$ cat config.mk
export PLATFORM = sky130hd
export DESIGN_NAME = wrr2_arbiter
export DESIGN_NICKNAME = d
export VERILOG_FILES = /design/src/rtl/wrr2_pkg.sv /design/src/rtl/wrr2_rr_pick.sv /design/src/rtl/wrr2_class_ctx.sv /design/src/rtl/wrr2_arbiter.sv
export SDC_FILE = /design/constraint.sdc
export NUM_CORES = 1
export LEC_CHECK = 0
export ABC_AREA = 1
export BUFFER_PORTS_ARGS = -buffer_cell sky130_fd_sc_hd__buf_2
export CAP_MARGIN = 25
export CORE_MARGIN = 2
export CORE_UTILIZATION = 45
export DETAILED_ROUTE_END_ITERATION = 10
export SETUP_SLACK_MARGIN = 0.2
export SLEW_MARGIN = 20
export SYNTH_ARGS = -nofsm -noshare
export SYNTH_HDL_FRONTEND = slang
export SYNTH_HIERARCHICAL = 1
export SYNTH_SLANG_ARGS = --single-unit
$ cat constraint.sdc
create_clock -name clk -period 5.4 [get_ports clk]
set_input_delay 0 -clock clk [delete_from_list [all_inputs] [get_ports clk]]
set_output_delay 0 -clock clk [all_outputs]
set_load 0.05 [all_outputs]
$ cat src/rtl/wrr2_pkg.sv
package wrr2_pkg;

    // Arbiter control states; the encoding is internal only.
    typedef enum logic [1:0] {
        ST_IDLE     = 2'd0,
        ST_SERVE_LO = 2'd1,
        ST_SERVE_HI = 2'd2
    } arb_state_e;

    // Class indices used for per-class context arrays.
    localparam logic CLS_LO = 1'b0;
    localparam logic CLS_HI = 1'b1;

endpackage

$ cat src/rtl/wrr2_rr_pick.sv
// Rotating first-one finder: returns the first set bit of cand strictly
// after position last, wrapping around; position last itself comes last.
module wrr2_rr_pick #(
    parameter int unsigned NUM_CH = 6,
    parameter int unsigned IW     = (NUM_CH > 1) ? $clog2(NUM_CH) : 1
) (
    input  logic [NUM_CH-1:0] cand,
    input  logic [IW-1:0]     last,
    output logic              hit,
    output logic [IW-1:0]     pick
);

    always_comb begin
        hit  = 1'b0;
        pick = '0;
        for (int k = 1; k <= int'(NUM_CH); k++) begin
            int p;
            p = int'(last) + k;
            if (p >= int'(NUM_CH)) begin
                p = p - int'(NUM_CH);
            end
            if (!hit && cand[p]) begin
                hit  = 1'b1;
                pick = IW'(p);
            end
        end
    end

endmodule

$ cat src/rtl/wrr2_class_ctx.sv
// Per-class context: last newly granted channel and remaining credit.
module wrr2_class_ctx #(
    parameter int unsigned NUM_CH   = 6,
    parameter int unsigned WEIGHT_W = 4,
    parameter int unsigned IW       = (NUM_CH > 1) ? $clog2(NUM_CH) : 1
) (
    input  logic                clk,
    input  logic                rst_n,
    input  logic                ld_owner,
    input  logic [IW-1:0]       owner_d,
    input  logic                ld_credit,
    input  logic [WEIGHT_W-1:0] credit_d,
    output logic [IW-1:0]       owner_q,
    output logic [WEIGHT_W-1:0] credit_q
);

    localparam logic [IW-1:0] OWNER_RST = IW'(NUM_CH - 1);

    always_ff @(posedge clk or negedge rst_n) begin
        if (!rst_n) begin
            owner_q <= OWNER_RST;
        end else if (ld_owner) begin
            owner_q <= owner_d;
        end
    end

    always_ff @(posedge clk or negedge rst_n) begin
        if (!rst_n) begin
            credit_q <= '0;
        end else if (ld_credit) begin
            credit_q <= credit_d;
        end
    end

endmodule

$ cat src/rtl/wrr2_arbiter.sv
module wrr2_arbiter #(
    parameter int unsigned NUM_CH   = 6,
    parameter int unsigned WEIGHT_W = 4
) (
    input  logic                         clk,
    input  logic                         rst_n,
    input  logic [NUM_CH-1:0]            ch_req,
    input  logic [NUM_CH-1:0]            ch_high,
    input  logic [NUM_CH*WEIGHT_W-1:0]   ch_weight,
    input  logic                         slot_done,
    output logic [NUM_CH-1:0]            grant,
    output logic                         grant_valid
);

    import wrr2_pkg::*;

    localparam int unsigned IW = (NUM_CH > 1) ? $clog2(NUM_CH) : 1;
    localparam logic [WEIGHT_W-1:0] ONE_CREDIT = WEIGHT_W'(1);

    // ---------------- state and context ----------------
    arb_state_e st_q, st_d;
    logic [IW-1:0] cur_q, cur_d;

    logic [1:0][NUM_CH-1:0]   cls_mask;
    logic [1:0]               cls_any;
    logic [1:0]               pick_hit;
    logic [1:0][IW-1:0]       pick_idx;
    logic [1:0][IW-1:0]       own_q;
    logic [1:0][IW-1:0]       own_d;
    logic [1:0]               ld_own;
    logic [1:0][WEIGHT_W-1:0] cred_q;
    logic [1:0][WEIGHT_W-1:0] cred_d;
    logic [1:0]               ld_cred;
    logic [NUM_CH-1:0][WEIGHT_W-1:0] wt_a;

    assign wt_a = ch_weight;

    // Live class membership of the requests.
    assign cls_mask[CLS_LO] = ch_req & ~ch_high;
    assign cls_mask[CLS_HI] = ch_req &  ch_high;

    generate
        for (genvar c = 0; c < 2; c++) begin : g_cls
            assign cls_any[c] = |cls_mask[c];

            wrr2_rr_pick #(
                .NUM_CH (NUM_CH),
                .IW     (IW)
            ) u_pick (
                .cand (cls_mask[c]),
                .last (own_q[c]),
                .hit  (pick_hit[c]),
                .pick (pick_idx[c])
            );

            wrr2_class_ctx #(
                .NUM_CH   (NUM_CH),
                .WEIGHT_W (WEIGHT_W),
                .IW       (IW)
            ) u_ctx (
                .clk       (clk),
                .rst_n     (rst_n),
                .ld_owner  (ld_own[c]),
                .owner_d   (own_d[c]),
                .ld_credit (ld_cred[c]),
                .credit_d  (cred_d[c]),
                .owner_q   (own_q[c]),
                .credit_q  (cred_q[c])
            );
        end
    endgenerate

    // ---------------- state register ----------------
    always_ff @(posedge clk or negedge rst_n) begin
        if (!rst_n) begin
            st_q  <= ST_IDLE;
            cur_q <= '0;
        end else begin
            st_q  <= st_d;
            cur_q <= cur_d;
        end
    end

    // ---------------- decision logic ----------------
    logic                serving;
    logic                cur_cls;
    logic                preempt;
    logic                cur_req;
    logic                decide;
    logic                keep;
    logic [WEIGHT_W-1:0] rem;
    logic                tgt;
    logic                tgt_any;
    logic [WEIGHT_W-1:0] held_cred;
    logic [WEIGHT_W-1:0] reload;

    always_comb begin
        unique case (st_q)
            ST_IDLE: begin
                serving = 1'b0;
                cur_cls = CLS_LO;
                preempt = 1'b0;
            end
            ST_SERVE_LO: begin
                serving = 1'b1;
                cur_cls = CLS_LO;
                preempt = cls_any[CLS_HI];
            end
            ST_SERVE_HI: begin
                serving = 1'b1;
                cur_cls = CLS_HI;
                preempt = 1'b0;
            end
            default: begin
                serving = 1'b0;
                cur_cls = CLS_LO;
                preempt = 1'b0;
            end
        endcase
    end

    assign cur_req = ch_req[cur_q];
    assign rem     = cred_q[cur_cls] - ONE_CREDIT;
    assign decide  = !serving || slot_done;
    assign keep    = serving && slot_done && cur_req && (rem != '0) && !preempt;
    assign tgt_any = cls_any[CLS_HI] || cls_any[CLS_LO];
    assign tgt     = cls_any[CLS_HI] ? CLS_HI : CLS_LO;

    // Credit of the target class that may be resumed; the class that just
    // finished a run never resumes it.
    assign held_cred = (serving && (tgt == cur_cls)) ? '0 : cred_q[tgt];

    // Weight zero counts as one slot.
    assign reload = (wt_a[pick_idx[tgt]] == '0) ? ONE_CREDIT : wt_a[pick_idx[tgt]];

    always_comb begin
        st_d    = st_q;
        cur_d   = cur_q;
        ld_own  = '0;
        own_d   = own_q;
        ld_cred = '0;
        cred_d  = cred_q;
        if (decide) begin
            if (keep) begin
                // LO_STAY / HI_STAY on the same channel
                ld_cred[cur_cls] = 1'b1;
                cred_d[cur_cls]  = rem;
            end else begin
                if (serving) begin
                    // Park leftover credit only for a preempted, still-requesting owner.
                    ld_cred[cur_cls] = 1'b1;
                    cred_d[cur_cls]  = (preempt && cur_req) ? rem : '0;
                end
                if (!tgt_any) begin
                    st_d = ST_IDLE;                       // SERVE_TO_IDLE
                end else begin
                    if ((held_cred != '0) && cls_mask[tgt][own_q[tgt]]) begin
                        cur_d = own_q[tgt];               // resume parked run
                    end else begin
                        cur_d        = pick_idx[tgt];
                        ld_own[tgt]  = 1'b1;
                        own_d[tgt]   = pick_idx[tgt];
                        ld_cred[tgt] = 1'b1;
                        cred_d[tgt]  = reload;
                    end
                    // IDLE_TO_HI, LO_TO_HI, HI_STAY / IDLE_TO_LO, HI_TO_LO, LO_STAY
                    st_d = tgt ? ST_SERVE_HI : ST_SERVE_LO;
                end
            end
        end
    end

    // ---------------- outputs ----------------
    always_comb begin
        grant       = '0;
        grant_valid = 1'b0;
        unique case (st_q)
            ST_IDLE: begin
                grant       = '0;
                grant_valid = 1'b0;
            end
            ST_SERVE_LO, ST_SERVE_HI: begin
                grant[cur_q] = 1'b1;
                grant_valid  = 1'b1;
            end
            default: begin
                grant       = '0;
                grant_valid = 1'b0;
            end
        endcase
    end

endmodule

=== Yosys cells after proc, flatten, opt, wreduce, memory -nomap -nowiden ===
Cells that the tools add are included.

* $add $sub $neg: 25
* Order comparisons: 32
* Equal/unequal tests: 3
* Mux-type cells: 130
* Bitwise logic cells: 6
* Reduce and logical (&&, ||, !) cells: 46

{| class="wikitable"
|+ Operators by type and width
! kind !! number
|-
| 32-bit by 4-bit greater-or-equal comparator with 1-bit output, second input constant || 12
|-
| 32-bit by 5-bit < comparator with 1-bit output, second input constant || 12
|-
| 32-bit 2-to-1 mux || 12
|-
| 32-bit by 4-bit subtractor with 32-bit output, second input constant || 12
|-
| 3-bit 2-to-1 mux || 18
|-
| 8-bit 2-to-1 mux || 6
|-
| 1-bit 2-to-1 mux || 43
|-
| 1-bit binary-select mux with 3-bit select || 14
|-
| 4-bit 2-to-1 mux || 10
|-
| 2-bit 2-to-1 mux || 13
|-
| 3-bit by 3-bit adder with 4-bit output, second input constant || 6
|-
| 8-bit bitwise mux || 3
|-
| 1-bit logical AND || 20
|-
| 6-bit 2-to-1 mux || 3
|-
| 3-bit by 2-bit adder with 4-bit output, second input constant || 4
|-
| 6-bit bitwise AND || 2
|-
| 4-bit binary-select mux with 3-bit select || 1
|-
| 1-bit zero test || 12
|-
| 3-bit by 4-bit < comparator with 1-bit output, second input constant || 3
|-
| 6-bit OR reduction || 2
|-
| 5-bit AND reduction || 2
|-
| 3-bit by 1-bit adder with 4-bit output, second input constant || 2
|-
| 4-bit demux with 1-bit select || 2
|-
| 4-bit nonzero test || 2
|-
| 19 further kinds || 26
|}

* Flip-flop bits (word level): 19
* Output and inout port bits: 7
* Word-level logic and storage cells: 248

=== Depth between registers and ports, before layout ===
* Depth after elaboration: 32
* Depth in mapped cells: 36
* Depth with buffers taken out: 35

=== Hierarchy ===
Netlist, hierarchy kept.

{| class="wikitable"
|+ Modules (own cells, without submodules)
! module !! instances !! cells an instance !! area each (µm²)
|-
| wrr2_arbiter || 1 || 377 || 1941.9
|-
| wrr2_rr_pick at g_cls[1].u_pick || 1 || 163 || 962.2
|-
| wrr2_rr_pick at g_cls[0].u_pick || 1 || 160 || 939.7
|-
| wrr2_class_ctx || 2 || 30 || 264.0
|}

=== Worst setup path before layout ===
Ideal clock, no wire load.

* Kind: register -> register
* Start: reg g_cls[0].u_ctx.owner_q[0]
* End: reg g_cls[0].u_ctx.credit_q[0]
* Setup time: 0.066 ns
* Arrival time: 3.632 ns
* Required time: 5.334 ns
* Slack: 1.702 ns
* Stages on the path, launching flop included: 32
* Clock period less this slack: 3.698 ns
* Cells stage by stage: dfstp_2 > inv_1 > buf_6 > ha_1 > inv_2 > ha_1 > nor2_1 > nand2_1 > inv_2 > nand2_1 > a21oi_1 > nand2_1 > nand2_1 > inv_1 > nand4_1 > nor2_1 > nor2_1 > nand3_1 > inv_1 > nand3_2 > nand2_4 > buf_6 > nand2_1 > nand3_1 > nand2_1 > a21oi_1 > nand2_1 > nand3_1 > nand2_1 > a21oi_2 > nand2_1 > nand2_1

{| class="wikitable"
|+ RTL lines
! item !! line !! text
|-
| from (decl) || wrr2_class_ctx.sv:13 || <nowiki>output logic [IW-1:0] owner_q,</nowiki>
|-
| from (signal assigned) || wrr2_class_ctx.sv:23 || <nowiki>owner_q <= owner_d;</nowiki>
|-
| to (signal assigned) || wrr2_class_ctx.sv:31 || <nowiki>credit_q <= credit_d;</nowiki>
|-
| to (decl) || wrr2_class_ctx.sv:14 || <nowiki>output logic [WEIGHT_W-1:0] credit_q</nowiki>
|}

==> impl_metrics.yaml <==
die:
  die_area_um2: 10500
  coreArea_um2: 9330
  die_w_um: 102
  die-height_um: 102
  start_util_pct: 46.7
  rows: 35
  ioPinCount: 46
setup_path:
  crit_path_max_fanout: 18
  r2r_setup_slack_ps: 830
  crit_path_start_kind: "flop"
  reg2reg_to: "g_cls[1].u_ctx/credit_q[0]$_DFFE_PN0P_"
  rr_worst_depth: 31
  cp-startpoint: "g_cls[0].u_ctx/owner_q[0]$_DFFE_PN1P_"
  setup.worst_path.end: "g_cls[1].u_ctx/credit_q[0]$_DFFE_PN0P_"
  critPathCaptureType: "flop"
  rr_startpoint: "g_cls[0].u_ctx/owner_q[0]$_DFFE_PN1P_"
  worstSetupPathType: "reg2reg"
  cpPeakStageDelay_ps: 740
  arrival_ps: 4780
  cp_common_cell: "nand2_1"
  critPathSlowestCell: "dfstp_2"
  worstPathRequired_ps: 5610
timing:
  period_needed_ps: 4570
  rsz0062_at_grt: "false"
  finalMaxSlewViolations: 0
  tightest_slew_ps: 742
  fmax_mhz: 219
  fin_crit_sh_pct: 84.6
  setup_viol: 0
  skew_ps: 7.96
  relSlewSlack_pct: 50.1
  finalHoldViolCount: 0
  fin_setup_tns_ps: 0
logic_synthesis:
  avgSynthCellArea_um2: 5.75
  synthesis.area_um2: 4360
  synth_cells: 758
  synth_nets: 824
  yosys_warnings: 6
cts:
  ctsRootBufferMaster: "clkbuf_8"
  cts_buffer_depth: 2
  clkSlewWorstSetupHoldPaths_ps: 80
  clock_latency_ps: 270
  htreeDepth: 1
  ctsResizeCount: 0
  cts_tree: "yes"
  cts_buffers: 3
  clock_sinks: 19
  post-cts-setup-buffer-count: 0
finish:
  final_cell_count_no_fill: 927
  areaGrowthSynthToFinish_pct: 8.21
  drive_gt1_share_pct: 18.9
  final_nets: 865
  n_antenna_cell: 0
global_routing:
  grt_antenna_before_repair: 0
  grtUsageMet1_pct: 32.7
  grtUsageMet3_pct: 2.67
  grt_max_degree: 20
  grt_use_total_pct: 23.4
  gr-total-overflow: 0
  grt_util_met2_pct: 39.5
  grt_pass1_wl_um: 20200
  grt.busiest_layer: "met2"
  grt_pass1_vias: 4408
placement:
  dp_cells: 922
  numPortBuffers: 45
  gp_congestion: 0.921
  hpwl_um: 9640
detailed_routing:
  drtAntennaViolNets: 0
  totalWireLength_um: 11700
  drc: 0
  vias_per_cell: 5.09
  drt-pass1-iter-count: 5
  avgRoutedWirePerCell_um: 12.6
  vias: 4720
  drt_iter0_drc: 275
status:
  outcome: "finished, final reports clean"
min_path:
  hold_class: "in2async"
flow_run:
  maxCapViolCount: 0
## layout make-up
class	instances	area (um^2)
multi-input cells	604	3320
repair buffers	47	243
fillers	1024	4610
flip-flops and latches	19	480
well taps	129	161
clock inverters	1	5.00
clock buffers	3	41.3
inverters	124	468
## placed cells by master (no fill, tap or decap), types with 2 or more instances in the layout
master,n
o211ai_1,12
or2_2,2
dfstp_2,4
o21a_1,3
a21oi_1,19
o21ai_1,13
xor2_2,2
inv_1,105
nand4_1,12
nor4_1,2
nor2_4,4
nand3_4,6
clkbuf_8,3
nor2_1,56
nand2_4,10
o21ai_2,3
nand2_1,255
nor2_8,2
buf_2,45
o21ai_0,23
dfrtp_1,15
nand3_1,84
nand3_2,12
a21oi_2,5
ha_1,27
xor2_1,4
inv_2,18
nand2_2,27
nor2_2,2
o31ai_4,2
nor3_1,5
nand3b_1,7
## state kept, by name, summed over array words and instances, names as in the netlist
| name | cells |
|---|---|
| cur_q | 3 |
| g_cls.u_ctx/owner_q | 6 |
| st_q | 2 |
| g_cls.u_ctx/credit_q | 8 |
## critical path: cells and delay by family (launching register included)
family | cells | cell delay [ps]
and+or+nand+nor | 20 | 1850
AOI/OAI and AO/OA | 3 | 520
DFF | 1 | 740
adders and majority gates | 2 | 690
buffers and inverters | 6 | 720
## per-stage QoR
stage	util [%]	setup slack, ps	cell area [um^2]	hold WS (ps)
floorplan	-	1700	4360	-296
global placement	49.9	1050	4660	-14.6
detailed placement	49.9	875	4660	4.34
CTS	50.5	858	4710	242
global route	50.5	226	4710	261
finish	50.5	829	4710	227
## worst min-delay path by stage
stage,start,end,cells past startpoint
detailed placement,rst_n,st_q[1]$_DFFE_PN0P_,1
CTS,rst_n,g_cls[0].u_ctx/credit_q[0]$_DFFE_PN0P_,2
finish,rst_n,g_cls[0].u_ctx/credit_q[0]$_DFFE_PN0P_,2
global route,rst_n,g_cls[0].u_ctx/credit_q[0]$_DFFE_PN0P_,2
global placement,rst_n,g_cls[0].u_ctx/owner_q[1]$_DFFE_PN0P_,1
floorplan,rst_n,cur_q[0]$_DFFE_PN0P_,0
## timing repair
action	4_1_cts	5_1_grt
hold buffers	1	0
hold endpoints to repair	15	0
setup endpoints to repair	0	0
## routing by layer
| layer | vias to the layer above | share of wire [%] |
|---|---|---|
| met4 | 0 | 1.1 |
| met1 | 2095 | 50 |
| met2 | 126 | 45 |
| met3 | 11 | 4.6 |
| li1 | 2488 | - |
| met5 | - | 0 |
Power is not shown: default switching activity piles up to over one toggle a cycle in this logic, so the estimate is an artifact.
